==> config.mk <==
export PLATFORM = sky130hd
export DESIGN_NAME = gp_timer
export DESIGN_NICKNAME = d
export VERILOG_FILES = /design/src/rtl/gpt_pkg.sv /design/src/rtl/gpt_regs.sv /design/src/rtl/gpt_prescale.sv /design/src/rtl/gpt_capsync.sv /design/src/rtl/gpt_core.sv /design/src/rtl/gp_timer.sv
export SDC_FILE = /design/constraint.sdc
export NUM_CORES = 1
export LEC_CHECK = 0
export BUFFER_PORTS_ARGS = -buffer_cell sky130_fd_sc_hd__buf_2
export CORE_ASPECT_RATIO = 0.6
export CORE_MARGIN = 5
export CORE_UTILIZATION = 65
export DETAILED_ROUTE_END_ITERATION = 7
export HOLD_SLACK_MARGIN = 0.08
export PLACE_DENSITY = 0.83
export SYNTH_ARGS = -nofsm -noshare
export SYNTH_HDL_FRONTEND = slang
export SYNTH_HIERARCHICAL = 1
export SYNTH_SLANG_ARGS = --single-unit
==> constraint.sdc <==
create_clock -name clk_i -period 9.2 [get_ports clk_i]
set_input_delay 0.92 -clock clk_i [delete_from_list [all_inputs] [get_ports clk_i]]
set_output_delay 0.92 -clock clk_i [all_outputs]
set_load 0.02 [all_outputs]
==> src/rtl/gpt_pkg.sv <==
package gpt_pkg;
  typedef enum logic [1:0] {
    MODE_IDLE     = 2'd0,
    MODE_ONESHOT  = 2'd1,
    MODE_PERIODIC = 2'd2,
    MODE_CAPTURE  = 2'd3
  } mode_e;

  typedef struct packed {
    logic  en;
    logic  ld_at_to;
    logic  mie;
    logic  up;
    logic  pwm;
    logic  cap_time;
    mode_e mode;
  } ctrl_t;

  localparam logic [1:0] A_CTRL  = 2'd0;
  localparam logic [1:0] A_ILOAD = 2'd1;
  localparam logic [1:0] A_PLOAD = 2'd2;
  localparam logic [1:0] A_MATCH = 2'd3;

  function automatic logic is_pwm(ctrl_t c);
    return c.pwm && !c.cap_time && (c.mode == MODE_ONESHOT || c.mode == MODE_PERIODIC);
  endfunction

  function automatic logic is_up(ctrl_t c);
    return c.up && !is_pwm(c);
  endfunction
endpackage

==> src/rtl/gpt_regs.sv <==
module gpt_regs
  import gpt_pkg::*;
#(
  parameter int CW = 16,
  parameter int PW = 8
) (
  input  logic          clk_i,
  input  logic          rst_ni,
  input  logic          we_i,
  input  logic [1:0]    addr_i,
  input  logic [CW-1:0] wdata_i,
  input  logic          en_clr_i,
  input  logic          to_evt_i,
  output ctrl_t         ctrl_o,
  output logic [CW-1:0] ilr_o,
  output logic [PW-1:0] plr_o,
  output logic [CW-1:0] mtch_o,
  output logic          start_o,
  output logic          apply_o
);
  ctrl_t         ctrl_q;
  logic [CW-1:0] ilr_q, mtch_q;
  logic [PW-1:0] plr_q;
  logic          start_q, pend_q;
  logic          ld_wr;

  assign ld_wr   = we_i && (addr_i == A_ILOAD || addr_i == A_PLOAD);
  // immediate loads apply next cycle; deferred ones ride on the time-out reload
  assign apply_o = pend_q && ctrl_q.en && (!ctrl_q.ld_at_to || is_up(ctrl_q));

  always_ff @(posedge clk_i or negedge rst_ni) begin
    if (!rst_ni) begin
      ctrl_q  <= '0;
      ilr_q   <= '0;
      plr_q   <= '0;
      mtch_q  <= '0;
      start_q <= 1'b0;
      pend_q  <= 1'b0;
    end else begin
      start_q <= 1'b0;
      if (we_i && addr_i == A_CTRL) begin
        ctrl_q  <= ctrl_t'(wdata_i[7:0]);
        start_q <= wdata_i[7] && !ctrl_q.en;
      end else if (en_clr_i) begin
        ctrl_q.en <= 1'b0;
      end
      if (we_i && addr_i == A_ILOAD) ilr_q  <= wdata_i;
      if (we_i && addr_i == A_PLOAD) plr_q  <= wdata_i[PW-1:0];
      if (we_i && addr_i == A_MATCH) mtch_q <= wdata_i;
      if (ld_wr)                                   pend_q <= 1'b1;
      else if (start_q || apply_o || to_evt_i)     pend_q <= 1'b0;
    end
  end

  assign ctrl_o  = ctrl_q;
  assign ilr_o   = ilr_q;
  assign plr_o   = plr_q;
  assign mtch_o  = mtch_q;
  assign start_o = start_q;
endmodule

==> src/rtl/gpt_prescale.sv <==
module gpt_prescale #(
  parameter int PW = 8
) (
  input  logic          clk_i,
  input  logic          rst_ni,
  input  logic          run_i,
  input  logic          load_i,
  input  logic [PW-1:0] plr_i,
  output logic          tick_o
);
  logic [PW-1:0] psc_q;

  assign tick_o = run_i && (psc_q == '0);

  always_ff @(posedge clk_i or negedge rst_ni) begin
    if (!rst_ni)     psc_q <= '0;
    else if (load_i) psc_q <= plr_i;
    else if (run_i)  psc_q <= (psc_q == '0) ? plr_i : psc_q - 1'b1;
  end
endmodule

==> src/rtl/gpt_capsync.sv <==
module gpt_capsync #(
  parameter int STAGES = 2
) (
  input  logic clk_i,
  input  logic rst_ni,
  input  logic cap_i,
  output logic rise_o
);
  logic [STAGES:0] sh_q;

  always_ff @(posedge clk_i or negedge rst_ni) begin
    if (!rst_ni) sh_q <= '0;
    else         sh_q <= {sh_q[STAGES-1:0], cap_i};
  end

  assign rise_o = sh_q[STAGES-1] && !sh_q[STAGES];
endmodule

==> src/rtl/gpt_core.sv <==
module gpt_core
  import gpt_pkg::*;
#(
  parameter int CW = 16
) (
  input  logic          clk_i,
  input  logic          rst_ni,
  input  ctrl_t         ctrl_i,
  input  logic [CW-1:0] ilr_i,
  input  logic [CW-1:0] mtch_i,
  input  logic          load_i,
  input  logic          tick_i,
  input  logic          rise_i,
  output logic [CW-1:0] cnt_o,
  output logic [CW-1:0] val_o,
  output logic          to_evt_o,
  output logic          en_clr_o,
  output logic          to_o,
  output logic          match_o,
  output logic          dma_o,
  output logic          pwm_o
);
  logic [CW-1:0] cnt_q, cnt_n, val_q, val_n, start_val, step;
  logic          pwm_q, pwm_n, to_q, match_q, dma_q, match_evt;
  logic          pwm_m, up_m, timer_m, cap_m, at_end;

  assign pwm_m     = is_pwm(ctrl_i);
  assign up_m      = is_up(ctrl_i);
  assign timer_m   = ctrl_i.mode == MODE_ONESHOT || ctrl_i.mode == MODE_PERIODIC;
  assign cap_m     = ctrl_i.mode == MODE_CAPTURE;
  assign start_val = up_m ? '0 : ilr_i;
  assign at_end    = up_m ? (cnt_q == ilr_i) : (cnt_q == '0);
  assign step      = up_m ? cnt_q + 1'b1 : cnt_q - 1'b1;

  always_comb begin
    cnt_n     = cnt_q;
    val_n     = val_q;
    pwm_n     = pwm_m ? pwm_q : 1'b0;
    to_evt_o  = 1'b0;
    match_evt = 1'b0;
    en_clr_o  = 1'b0;
    if (ctrl_i.en) begin
      if (load_i) begin
        cnt_n = start_val;
        val_n = start_val;
        pwm_n = pwm_m;
      end else if (timer_m && tick_i) begin
        if (cnt_q == mtch_i && !pwm_m && ctrl_i.mie) match_evt = 1'b1;
        if (at_end) begin
          to_evt_o = 1'b1;
          cnt_n    = start_val;
          pwm_n    = pwm_m;
          if (ctrl_i.mode == MODE_ONESHOT && !pwm_m) en_clr_o = 1'b1;
        end else begin
          cnt_n = step;
          if (pwm_m && cnt_q == mtch_i) pwm_n = 1'b0;
        end
      end else if (cap_m && !ctrl_i.cap_time) begin
        if (rise_i) begin
          cnt_n = step;
          if (step == mtch_i) begin
            to_evt_o = 1'b1;
            en_clr_o = 1'b1;
          end
        end
      end else if (cap_m) begin
        if (tick_i) cnt_n = at_end ? start_val : step;
        if (rise_i) begin
          val_n    = cnt_q;
          to_evt_o = 1'b1;
        end
      end
    end
  end

  always_ff @(posedge clk_i or negedge rst_ni) begin
    if (!rst_ni) begin
      cnt_q   <= '0;
      val_q   <= '0;
      pwm_q   <= 1'b0;
      to_q    <= 1'b0;
      match_q <= 1'b0;
      dma_q   <= 1'b0;
    end else begin
      cnt_q   <= cnt_n;
      val_q   <= val_n;
      pwm_q   <= pwm_n;
      to_q    <= to_evt_o;
      match_q <= match_evt;
      dma_q   <= to_evt_o || match_evt;
    end
  end

  assign cnt_o   = cnt_q;
  assign val_o   = val_q;
  assign pwm_o   = pwm_q;
  assign to_o    = to_q;
  assign match_o = match_q;
  assign dma_o   = dma_q;
endmodule

==> src/rtl/gp_timer.sv <==
module gp_timer
  import gpt_pkg::*;
#(
  parameter int CW = 16,
  parameter int PW = 8,
  parameter int SYNC_STAGES = 2
) (
  input  logic          clk_i,
  input  logic          rst_ni,
  input  logic          we_i,
  input  logic [1:0]    addr_i,
  input  logic [CW-1:0] wdata_i,
  input  logic          cap_i,
  output logic [CW-1:0] count_o,
  output logic [CW-1:0] value_o,
  output logic          to_irq_o,
  output logic          match_irq_o,
  output logic          dma_o,
  output logic          pwm_o
);
  ctrl_t         ctrl;
  logic [CW-1:0] ilr, mtch;
  logic [PW-1:0] plr;
  logic          start_q, apply, load, tick, rise, to_evt, en_clr;

  assign load = start_q || apply;

  gpt_regs #(.CW(CW), .PW(PW)) u_regs (
    .clk_i, .rst_ni, .we_i, .addr_i, .wdata_i,
    .en_clr_i(en_clr), .to_evt_i(to_evt),
    .ctrl_o(ctrl), .ilr_o(ilr), .plr_o(plr), .mtch_o(mtch),
    .start_o(start_q), .apply_o(apply)
  );

  gpt_prescale #(.PW(PW)) u_psc (
    .clk_i, .rst_ni, .run_i(ctrl.en && !load), .load_i(load),
    .plr_i(plr), .tick_o(tick)
  );

  gpt_capsync #(.STAGES(SYNC_STAGES)) u_sync (
    .clk_i, .rst_ni, .cap_i, .rise_o(rise)
  );

  gpt_core #(.CW(CW)) u_core (
    .clk_i, .rst_ni, .ctrl_i(ctrl), .ilr_i(ilr), .mtch_i(mtch),
    .load_i(load), .tick_i(tick), .rise_i(rise),
    .cnt_o(count_o), .val_o(value_o), .to_evt_o(to_evt), .en_clr_o(en_clr),
    .to_o(to_irq_o), .match_o(match_irq_o), .dma_o(dma_o), .pwm_o(pwm_o)
  );
endmodule

; ---- After elaboration in Yosys (flattened, before gate mapping)
; Cells that the tools add are included.
[totals]
register_bits = 97
latch_bits = 0
mem_bits_rw = 0
mem_bits_ro = 0
input_bits = 22
output_inout_bits = 36
mem_count = 0
[op_classes]
n_addsub = 3
mul = 0
div_mod_pow = 0
order_cmp = 0
eq_ne = 12
shift = 0
mux = 48
bitwise = 0
reduce_logical = 44
[ops]
columns = op, count
row1 = two-way mux 16 bit, 14
row2 = equality test 16 bit, 3
row3 = two-way mux 1 bit, 31
row4 = two-way mux 8 bit, 3
row5 = logical AND 1 bit, 20
row6 = "adder 16 x 1 -> 16 bit, second input constant", 1
row7 = logical NOT 16 bit, 1
row8 = "subtractor 16 x 1 -> 16 bit, second input constant", 1
row9 = nonzero test 2 bit, 5
row10 = "equality test 2 bit, second input constant", 4
row11 = logical NOT 8 bit, 1
row12 = nonzero test 4 bit, 2
row13 = "subtractor 8 x 1 -> 8 bit, second input constant", 1
row14 = logical NOT 1 bit, 6
row15 = logical OR 1 bit, 6
row16 = AND reduction 5 bit, 1
row17 = "equality test 2 x 1 -> 1 bit, second input constant", 2
row18 = "inequality test 2 bit, second input constant", 2
row19 = "inequality test 4 x 3 -> 1 bit, second input constant", 1
row20 = AND reduction 4 bit, 1
row21 = logical NOT 2 bit, 1

; ---- Logic depth before layout (Yosys ltp)
[logic_depth]
word_depth = 18
depth_mapped = 18
mapped_depth_nobuf = 16

; ---- By module
; The synthesis kept the hierarchy.
[by_module_without_submodules]
columns = module, n_inst, cells_per_inst, area_per_inst_um2, seq_area_each_um2
row1 = gpt_core, 1, 422, 3383.2, 900.9
row2 = gpt_regs, 1, 123, 2057.0, 1251.2
row3 = gpt_prescale, 1, 67, 574.3, 200.2
row4 = gpt_capsync, 1, 4, 88.8, 75.1
row5 = gp_timer, 1, 2, 13.8, 0.0

; ---- Least setup slack after synthesis
; OpenSTA, ideal clock, no wires.
[synth_path]
path_type = register to register
from = register u_regs.ctrl_q (netlist bit u_regs/ctrl_o[0])
to = register u_regs.ctrl_q (netlist bit u_regs/ctrl_o[7])
setup_ns = 0.117
arrival_time_ns = 4.551
t_required_ns = 9.083
setup_slack_ns = 4.531
path_stages_with_launch = 16
period_less_slack_ns = 4.669
path_cell_list = dfrtp_1 ha_1 o21ai_1 clkbuf_1 clkbuf_1 ha_1 a211oi_4 nor2_2 mux2_4 or3_1 or4_4 nor4b_2 o2111ai_1 o31ai_2 nand3b_1 nand2_1
[synth_between]
elab_chain_len = 16
word_cells_on_any_way = 28
classes_between = 4 x eq/ne / 10 x mux / 14 x reduce/logical
[synth_rtl]
columns = item, line
row1 = from (decl), gpt_regs.sv:21  ; ctrl_t ctrl_q;
row2 = from (signal assigned), gpt_regs.sv:42  ; ctrl_q <= ctrl_t'(wdata_i[7:0]);
row3 = branches (longest 13 deep; another with two-way mux 16 bit), -
row4 = two-way mux 1 bit (*), gpt_core.sv:43  ; if (load_i) begin
row5 = two-way mux 1 bit (*), gpt_core.sv:42  ; if (ctrl_i.en) begin
row6 = net en_clr, gp_timer.sv:24  ; logic start_q, apply, load, tick, rise, to_evt, en_clr;
row7 = nonzero test 2 bit (no line) (*), -
; Mark *: on every way through the listed nets, which the timed path passes.
; A chain may end at the register's enable or synchronous reset.

; ---- Worst setup path in the final report
[layout_path]
from = register u_regs.ctrl_q (netlist bit u_regs/ctrl_o[1])
to = register u_regs.pend_q
[layout_between]
elab_chain_len = 17
word_cells_on_any_way = 28
classes_between = 4 x eq/ne / 10 x mux / 14 x reduce/logical
[layout_rtl]
columns = item, line
row1 = branches (longest 13 deep; another with two-way mux 16 bit), -
row2 = two-way mux 1 bit (*), gpt_core.sv:43
row3 = two-way mux 1 bit (*), gpt_core.sv:42
row4 = net to_evt, gp_timer.sv:24
row5 = logical OR 1 bit (*), gpt_regs.sv:51  ; else if (start_q || apply_o || to_evt_i) pend_q <= 1'b0;
row6 = nonzero test 2 bit (no line) (*), -
row7 = to (signal assigned), gpt_regs.sv:38  ; pend_q <= 1'b0;
row8 = to (signal assigned), gpt_regs.sv:50  ; if (ld_wr) pend_q <= 1'b1;
row9 = to (signal assigned), gpt_regs.sv:51
row10 = to (decl), gpt_regs.sv:24  ; logic start_q, pend_q;
; Marked as above.

==> flow_summary.ini <==
[critical_path]
reg2reg_slack_ns = 4.71
startpoint = u_regs/ctrl_o[1]
worstReg2RegEnd = u_regs/pend_q
path_max_fanout = 38
worstPathRequired_ns = 9.43
r2r_cells = 17
end_kind = flip-flop
cp.arrival_ns = 4.72
endpoint = u_regs/pend_q
cp_cell_sequence = inv_1 > ha_1 > o21ai_2 > buf_4 > inv_1 > fa_1 > xor2_1 > xor2_1 > o2111ai_1 > or3_1 > or4_1 > nor4_1 > o2111ai_1 > a21oi_1 > nor2_1 > nand2_1 > o21ai_1
r2r-start = u_regs/ctrl_o[1]
crit_type = flip-flop to flip-flop
start_kind = flip-flop
slowest_delay_ns = 0.53
cp_slowest_cell = or4_1

[yosys]
syn_area_per_cell_sq_um = 9.898
seq_area_frac_synth = 0.3968
ys.flop_type = dfrtp_1
ys_ff_latch = 97
yosys_warnings = 6
synthArstFlopShare = 1.000
syn_inst = 618
ys_types = 70
synth-edff-count = 0
syn-num-nets = 667
syn-cell-area_sq_um = 6117

[clock_network]
post_cts_resized = 0
clock_path_buffers = 2
numClockSinks = 97
path_clk_slew_ns = 0.07
clock_latency_ns = 0.35
clockRootBuffer = clkbuf_16
cts_setup_buffers = 0
cts_buffers = 9
hold_buffers = 0
cts_tree = yes
h-tree-depth = 3

[timing]
finalCritPeriodShare = 0.4880
slew_headroom = 0.2173
setup_viol_count_final = 0
fmax_mhz = 222.7
finalHoldViolCount = 0
fin_crit_ns = 4.490
fin_setup_tns_ns = 0
finalClockSkew_ns = 0.006455
worst_pin_slew_ns = 1.173
slew_violations = 0
rsz0062_at_grt = false
whs_ns = 0.3595

[finish]
final_common_cell = dfrtp_1
regArea_sq_um = 2427
drive_above_1_share = 0.2318
area_growth_syn_to_layout_pct = 11.13
multi_input_area_sq_um = 3528
n_fill_cell = 687
nets = 717
layout_common_cells = dfrtp_1 (97), nor2_1 (78), a21oi_1 (72), buf_2 (56), nand2_1 (39)
num_antenna_cells = 0
final_util = 0.7398

[power_and_ir_drop]
p_int_uw = 1347
p_per_area_nw_per_um2 = 379.1
power.switching_uw = 1230
combPwrFrac = 0.564
seqPwrFrac = 0.294
power.total_uw = 2577
p_sw_frac = 0.4773
p_leak_uw = 0.003003
clockPowerShare = 0.143
ir_drop_uv = 188.7

[route]
wl_um = 17350
drtPass1Iterations = 6
route.vias.total = 5129
ant_nets = 0
viasPerCell = 6.387
drcViolationCount = 0
drt_iter0_markers = 749
wl_per_cell_um = 21.60

[flow_run]
max_cap_violations = 0

[global_route]
grt_pass1_vias = 5056
grt_util_all_layers = 0.3120
overflow = 0
grt_max_degree = 51
grt_pass1_wl_um = 27950
antenna_found_initial = 0

[floorplanning]
die_area_sq_um = 11520
row_count = 27
boundaryPins = 58
die_x_um = 135.2
core_area_sq_um = 9189
start_util = 0.6657
fp.dieH_um = 85.15

[min_path]
hp-class = flip-flop to flip-flop

[outcome]
status = finished clean

[placement]
io_buffers = 57
hpwl_um = 12760
gp_congestion = 1.021
power by group through the flow:
stage	clock network [uW]	registers [uW]	logic, uW
floorplan	0	778	980
global placement	0	747	1370
detailed placement	0	757	1400
CTS	371	749	1420
global route	388	775	1580
finish	368	757	1450
critical path: cells and delay by family, from the launching register on:
kind	cells	cell delay (ns)
AOI/OAI and AO/OA	5	0.79
xor gates and xnor gates	2	0.41
adders and majority gates	2	0.79
buffers and inverters	3	0.70
DFF	1	0.42
and+or+nand+nor	5	1.26
per-layer routing:
layer	part of all wire	GRT usage	vias to the layer above	wire length, um
met1	0.46	0.4764	2514	8010
met3	0.11	0.09716	25	1946
met5	0	0	-	0
met2	0.41	0.4310	292	7175
met4	0.012	0.07685	0	215
li1	-	-	2298	-
layout make-up:
class                   instances  share of cell area
well taps                     130             0.02393
clock inverters                 6            0.008467
repair buffers                 63             0.04896
multi-input cells             481              0.5190
flip-flops and latches         97              0.3571
inverters                      16            0.008835
clock buffers                  10             0.03368
cells in the mapped netlist (2+ instances only):
master	count	area share
a211oi_2	2	0.0041
mux2_4	21	0.052
a21oi_1	73	0.060
a21o_1	3	0.0037
o22a_1	2	0.0029
ha_1	26	0.053
nor2_1	79	0.048
xnor2_1	23	0.033
o21ai_0	11	0.0090
nand4_1	4	0.0041
o2111ai_1	4	0.0057
a211oi_1	5	0.0061
nor4_1	12	0.012
a31oi_1	9	0.0092
buf_6	3	0.0055
nand2_2	3	0.0031
mux2i_1	4	0.0065
nor3_1	5	0.0041
nor3b_1	4	0.0049
a221oi_1	3	0.0043
o21ai_1	7	0.0057
dfrtp_1	97	0.40
and2_1	4	0.0041
nor2b_1	3	0.0031
o211ai_1	4	0.0049
nand2_4	2	0.0037
xor2_1	35	0.050
mux2_2	33	0.061
inv_1	16	0.0098
nand2b_1	6	0.0061
clkbuf_1	18	0.011
or3_1	4	0.0041
o311a_1	2	0.0033
xnor3_1	2	0.0074
nand3_1	12	0.0098
and3_1	3	0.0031
nand2_1	39	0.024
nand3b_1	3	0.0037
stage by stage:
step           worst slack (ns)  instance area (sq um)  std cells
2_1_floorplan             4.531                   6117        618
3_3_place_gp              5.069                   6511        787
3_5_place_dp              4.851                   6511        787
4_1_cts                   4.814                   6798        803
5_1_grt                   4.505                   6798        803
6_report                  4.710                   6798        803
how the worst min path moves through the flow:
| stage | startpoint | endpoint | slack, ns | cells after the start |
|---|---|---|---|---|
| 2_1_floorplan | u_sync/sh_q[0] | u_sync/sh_q[1] | 0.33 | 0 |
| 3_3_place_gp | u_sync/sh_q[0] | u_sync/sh_q[1] | 0.35 | 0 |
| 3_5_place_dp | u_sync/sh_q[0] | u_sync/sh_q[1] | 0.34 | 0 |
| 4_1_cts | u_sync/sh_q[0] | u_sync/sh_q[1] | 0.37 | 0 |
| 5_1_grt | u_sync/sh_q[0] | u_sync/sh_q[1] | 0.37 | 0 |
| 6_report | u_sync/sh_q[0] | u_sync/sh_q[1] | 0.36 | 0 |
flip-flops by register name, indices dropped and copies added (netlist names):
name	cells
u_core/cnt_o	16
u_core/dma_o	1
u_core/match_o	1
u_core/pwm_o	1
u_core/to_o	1
u_core/val_o	16
u_psc/psc_q	8
u_regs/ctrl_o	8
u_regs/ilr_o	16
u_regs/mtch_o	16
u_regs/pend_q	1
u_regs/plr_o	8
u_regs/start_o	1
u_sync/sh_q	3
cells by family after synthesis:
family	Yosys count	share of synthesized area
xor gates and xnor gates	62	0.09838
muxes	58	0.1188
buffers and inverters	40	0.02904
AOI/OAI and AO/OA	137	0.1377
and+or+nand+nor	197	0.1628
adders and majority gates	27	0.05645
DFF	97	0.3968
Note: power is estimated with default switching activity, not from simulation.
